[src/rtl/fast_irq_seq.sv]
module fast_irq_seq #(
  parameter int AW = 16,
  parameter int SW = 8,
  parameter int DEPTH = 15,
  parameter int GAP = 4,
  parameter logic [AW-1:0] RST_ADDR = '0
) (
  input  logic          clk,
  input  logic          rst_n,
  input  logic          irq_req,
  input  logic [AW-1:0] irq_vec,
  input  logic          dec_valid,
  input  logic          dec_two,
  input  logic          dec_call,
  input  logic          dec_jump,
  input  logic          dec_reti,
  input  logic          dec_swint,
  input  logic          dec_stop,
  input  logic          dec_wait,
  input  logic [AW-1:0] dec_target,
  input  logic [SW-1:0] sr_in,
  output logic [AW-1:0] fetch_addr,
  output logic [AW-1:0] main_pc,
  output logic          stk_push,
  output logic          stk_pop,
  output logic [SW-1:0] sr_restore,
  output logic          illegal,
  output logic          stk_ovf,
  output logic          stk_unf
);
  localparam int SPW = $clog2(DEPTH + 1);
  localparam int GW = $clog2(GAP) + 1;
  localparam logic [GW-1:0] GAP_MAX = GW'(GAP - 1);
  localparam logic [SPW-1:0] SP_FULL = SPW'(DEPTH);

  typedef enum logic [1:0] {M_MAIN, M_FAST, M_LONG} mode_t;

  mode_t           mode_q;
  logic [AW-1:0]   pc_q, vbase_q, pvec_q;
  logic            voff_q, pend_q;
  logic [GW-1:0]   gap_q;
  logic [SPW-1:0]  sp_q;
  logic [AW+SW-1:0] stk_mem [DEPTH];

  wire in_fast = (mode_q == M_FAST);
  wire [AW-1:0] pc_seq = pc_q + (dec_two ? AW'(2) : AW'(1));
  wire [1:0] slot_words = {1'b0, voff_q} + (dec_two ? 2'd2 : 2'd1);
  wire [SPW-1:0] sp_dec = sp_q - SPW'(1);
  wire [AW+SW-1:0] stk_top = stk_mem[sp_dec];
  wire stk_full = (sp_q == SP_FULL);
  wire stk_empty = (sp_q == '0);
  wire do_push = dec_valid && dec_call && !stk_full;
  wire do_pop = dec_valid && dec_reti && !in_fast && !stk_empty;
  wire accept = dec_valid && (mode_q == M_MAIN) && pend_q && (gap_q == GAP_MAX);

  assign fetch_addr = in_fast ? vbase_q + AW'(voff_q) : pc_q;
  assign main_pc = pc_q;

  always_ff @(posedge clk) begin
    if (do_push) stk_mem[sp_q] <= {(in_fast ? pc_q : pc_seq), sr_in};
  end

  always_ff @(posedge clk or negedge rst_n) begin
    if (!rst_n) begin
      mode_q     <= M_MAIN;
      pc_q       <= RST_ADDR;
      vbase_q    <= '0;
      pvec_q     <= '0;
      voff_q     <= 1'b0;
      pend_q     <= 1'b0;
      gap_q      <= '0;
      sp_q       <= '0;
      stk_push   <= 1'b0;
      stk_pop    <= 1'b0;
      sr_restore <= '0;
      illegal    <= 1'b0;
      stk_ovf    <= 1'b0;
      stk_unf    <= 1'b0;
    end else begin
      stk_push <= do_push;
      stk_pop  <= do_pop;
      illegal  <= dec_valid && in_fast && (dec_swint || dec_stop || dec_wait);
      if (dec_valid && dec_call && stk_full) stk_ovf <= 1'b1;
      if (dec_valid && dec_reti && !in_fast && stk_empty) stk_unf <= 1'b1;
      if (do_push) sp_q <= sp_q + SPW'(1);
      else if (do_pop) sp_q <= sp_dec;
      if (do_pop) sr_restore <= stk_top[SW-1:0];

      if (accept) begin
        pend_q <= irq_req;
        pvec_q <= irq_vec;
      end else if (irq_req && !pend_q) begin
        pend_q <= 1'b1;
        pvec_q <= irq_vec;
      end

      if (dec_valid) begin
        case (mode_q)
          M_FAST: begin
            if (dec_call) begin
              pc_q   <= dec_target;
              mode_q <= M_LONG;
              voff_q <= 1'b0;
            end else if (slot_words[1]) begin
              mode_q <= M_MAIN;
              voff_q <= 1'b0;
            end else begin
              voff_q <= 1'b1;
            end
          end
          default: begin
            if (dec_call || dec_jump) pc_q <= dec_target;
            else if (do_pop) pc_q <= stk_top[AW+SW-1:SW];
            else pc_q <= pc_seq;
            if (mode_q == M_LONG) begin
              if (dec_reti) begin
                mode_q <= M_MAIN;
                gap_q  <= '0;
              end
            end else if (accept) begin
              mode_q  <= M_FAST;
              vbase_q <= pvec_q;
              voff_q  <= 1'b0;
              gap_q   <= '0;
            end else if (gap_q != GAP_MAX) begin
              gap_q <= gap_q + GW'(1);
            end
          end
        endcase
      end
    end
  end


  main_pc_hold_chk: assert property (@(posedge clk) disable iff (!rst_n)
    (in_fast && !(dec_valid && dec_call)) |=> $stable(main_pc));


  fast_no_stack_chk: assert property (@(posedge clk) disable iff (!rst_n)
    (in_fast && dec_valid && !dec_call) |=> (!stk_push && !stk_pop));


  push_cause_chk: assert property (@(posedge clk) disable iff (!rst_n)
    stk_push |-> $past(dec_valid && dec_call));


  illegal_slot_chk: assert property (@(posedge clk) disable iff (!rst_n)
    illegal |-> $past(in_fast && dec_valid));


  spacing_chk: assert property (@(posedge clk) disable iff (!rst_n)
    (in_fast && $past(mode_q) == M_MAIN) |-> ($past(gap_q) == GAP_MAX));


  full_push_chk: assert property (@(posedge clk) disable iff (!rst_n)
    (stk_full && dec_valid && dec_call) |=> (stk_ovf && !stk_push));


  ovf_sticky_chk: assert property (@(posedge clk) disable iff (!rst_n)
    stk_ovf |=> stk_ovf);


  unf_sticky_chk: assert property (@(posedge clk) disable iff (!rst_n)
    stk_unf |=> stk_unf);
endmodule

[config.mk]
export PLATFORM = sky130hd
export DESIGN_NAME = fast_irq_seq
export DESIGN_NICKNAME = d
export VERILOG_FILES = /design/src/rtl/fast_irq_seq.sv
export SDC_FILE = /design/constraint.sdc
export NUM_CORES = 1
export LEC_CHECK = 0
export BUFFER_PORTS_ARGS = -buffer_cell sky130_fd_sc_hd__buf_2
export CAP_MARGIN = 30
export CORE_MARGIN = 1.5
export CORE_UTILIZATION = 61
export CTS_CLUSTER_DIAMETER = 100
export DETAILED_ROUTE_END_ITERATION = 7
export PLACE_DENSITY_LB_ADDON = 0.1
export SYNTH_ARGS = -nofsm -noshare
export SYNTH_HDL_FRONTEND = slang
export SYNTH_SLANG_ARGS = --single-unit
[constraint.sdc]
create_clock -name clk -period 5.02 [get_ports clk]
set_input_delay 0.502 -clock clk [delete_from_list [all_inputs] [get_ports clk]]
set_output_delay 0.502 -clock clk [all_outputs]
set_load 0.05 [all_outputs]
==> impl_metrics.toml <==
[status]
status = "completed"

[cells_and_area]
finalCoreUtilization_pct = 70.9
filler_cell_count = 1862
drive_above_1_share_pct = 27.3
syn_to_final_growth_pct = 13.6
fin_nets = 1242
diodes = 0

[sta]
finalCriticalPeriod_ns = 3.70
max_freq_mhz = 270
skew_ns = 0.0218
setup_viol = 0
drv_slew = 0
fin_crit_sh_pct = 73.7
rsz0062_at_grt = "false"
maxSlewHeadroom_pct = 31.2
fin_tns_setup_ns = 0
finalHoldViolations = 0
tightest_slew_ns = 1.03

[drt]
drtIter0Drc = 1208
dr.pass1.iters = 5
wirelength_um = 43200
vias = 10400
drc = 0
postRouteAntennaNets = 0
wl_per_cell_um = 27.1
post_drt_via_cell_ratio = 6.50

[logic_synthesis]
netlist_area_mm2 = 0.0180
yosysTopAreaCellShare_pct = 60.0
syn_nets = 1122
synth.most_common_cell = "edfxtp_1"
synthCells = 1056
ys_top_cells_by_count = "360 x edfxtp_1, 72 x dfrtp_1, 72 x mux4_2, 64 x nor2_1, 43 x nand2_1"
synth_cell_type_count = 62
synth_edf_count = 360
yosys-top-cells-area = "edfxtp_1 60%, dfrtp_1 10%, mux4_2 9.0%"
ys_warn_count = 0
synth_flop_cell = "edfxtp_1"
ys_ff_latch = 432
yosys.area.top_type = "edfxtp_1"
ys_seq_area_share_pct = 70.0
synth-async-reset-ratio_pct = 16.7
syn_avg_cell_area_um2 = 17.1

[worst_setup_path]
worstSetupStartpointType = "flip-flop"
cp.required_ns = 5.45
crit_type = "reg -> reg"
cp_max_fo = 23
end_kind = "flip-flop"
critPathArrivalTime_ns = 4.14

[clock_network]
cts_tree = "done"
cts_buffer_depth = 3
clock-sinks = 432
htreeDepth = 2
cts_root_buffer = "clkbuf_16"
cts-buffers-inserted = 44
cts_resized = 0
clkTransAtPathRegs_ns = 0.06
clk_latency_ns = 0.55

[floorplan]
dieArea_mm2 = 0.0306
ioPinCount = 96
core_area_mm2 = 0.0289
fp.dieH_um = 175
fp-row-count = 62
start_util_pct = 62.4
die_w_um = 175

[power_and_ir_drop]
power_frac_comb_pct = 39.2
leakage_nw = 7.27
ir_drop_v = 0.000435
pwr-share-seq_pct = 37.7
p_sw_w = 0.00514
switching_share_pct = 37.8
p_int_w = 0.00846
power_density_mw_per_mm2 = 664
clockPowerShare_pct = 23.1

[placed_design]
hpwl_um = 25100
routabilityCongestion = 0.851
portBuffers = 95

[global_routing]
grt_pass1_wl_um = 64200
grt_pass1_vias = 10400
track_usage_pct = 28.9
grt.overflow.total = 0
grt_start_max_net_pins = 57
antenna_found_initial = 0

[flow_run]
drv_cap = 0

[hold_path]
hold_path.class = "in -> reg"
==> power groups by stage <==
stage,combinational [W],sequential (W),clock [W]
after global routing,0.00566,0.00517,0.00331
after global placement,0.00511,0.00517,0
after CTS,0.00526,0.00511,0.00317
final,0.00532,0.00512,0.00314
after floorplan,0.00369,0.00526,0
after detailed placement,0.00523,0.00518,0
==> path summary, 6_finish.rpt <==
| kind | start | endpoint | slack (ns) | depth (start not counted) |
|---|---|---|---|---|
| max in group asynchronous | rst_n | sp_q[0] | 3.50 | 3 |
| worst max register to register | sp_q[0] | main_pc[12] | 1.32 | 8 |
| worst min-delay path | irq_req | pend_q | 0.17 | 2 |
| worst min register to register | stk_unf | stk_unf | 0.48 | 1 |
| worst max-delay path | sp_q[0] | main_pc[12] | 1.32 | 8 |
| min in group asynchronous | rst_n | pvec_q[8] | 0.44 | 2 |
==> metal layers <==
metal / track usage (%) / wire length (um) / vias to the layer above
met1: 40.9 / 17600 / 5315
met4: 11.2 / 1550 / 0
met2: 44.9 / 20100 / 550
li1: - / - / 4420
met3: 5.83 / 3940 / 89
met5: 0 / 0 / -
==> area by class of cell <==
| class | instances | area, um^2 | share of cell area, % |
|---|---|---|---|
| inverters | 12 | 45.0 | 0.220 |
| flip-flops and latches | 432 | 12600 | 61.6 |
| repair buffers | 134 | 806 | 3.94 |
| clock inverters | 14 | 114 | 0.556 |
| multi-input cells | 552 | 5120 | 25.0 |
| well taps | 384 | 480 | 2.35 |
| clock buffers | 67 | 1290 | 6.29 |
==> kinds of logic after synthesis <==
group / synth area share (%)
xor+xnor: 2.28
fa+ha+maj: 1.08
buf+inv: 1.97
compound gates: 5.19
flops: 70.0
mux: 13.6
simple gates: 5.83
==> worst max-delay path, stage by stage, from the launching register on <==
cell	delay, ns
dfrtp_4	0.67
inv_1	0.33
ha_4	0.20
or3b_4	0.39
nand2_2	0.38
inv_1	0.39
nand2_1	0.71
o221ai_1	0.23
o21ai_0	0.28
==> placed cells by master (no fill, tap or decap), types with 9 or more instances in the layout <==
master,n
buf_4,37
xnor2_1,16
clkbuf_16,44
mux2i_1,38
nor3_1,9
nand3_1,22
xor2_1,24
edfxtp_1,360
buf_2,94
nand2_1,43
mux2_2,38
a211oi_1,30
ha_1,12
clkbuf_1,13
inv_1,12
and3_1,13
o21ai_0,15
clkbuf_8,10
a21oi_1,34
mux4_2,72
nor2_1,63
and2_1,12
o221ai_1,10
dfrtp_1,71
==> flip-flops by register name, indices dropped and copies added, names as in the netlist, 2 cells and up <==
name and cells:
stk_mem 360, mode_q 2, sr_restore 8, sp_q 4
gap_q 3, pvec_q 16, vbase_q 16, main_pc 16
==> per-stage QoR <==
step | hold slack [ns] | total power [W] | instance area, um^2 | std cells | setup slack, ns
floorplan | 0.206 | 0.00894 | 18000 | 1056 | 0.494
global placement | 0.455 | 0.0103 | 19000 | 1505 | 1.41
detailed placement | 0.462 | 0.0104 | 19000 | 1507 | 1.28
CTS | 0.161 | 0.0135 | 20400 | 1589 | 1.26
global route | 0.174 | 0.0141 | 20500 | 1595 | 1.21
finish | 0.174 | 0.0136 | 20500 | 1595 | 1.32
==> what timing repair did <==
item / in CTS / in global routing
hold buffers: 1 / 0
setup buffers: 0 / 0
hold endpoints to repair: 29 / 0
Note: power is estimated with default switching activity, not from simulation.
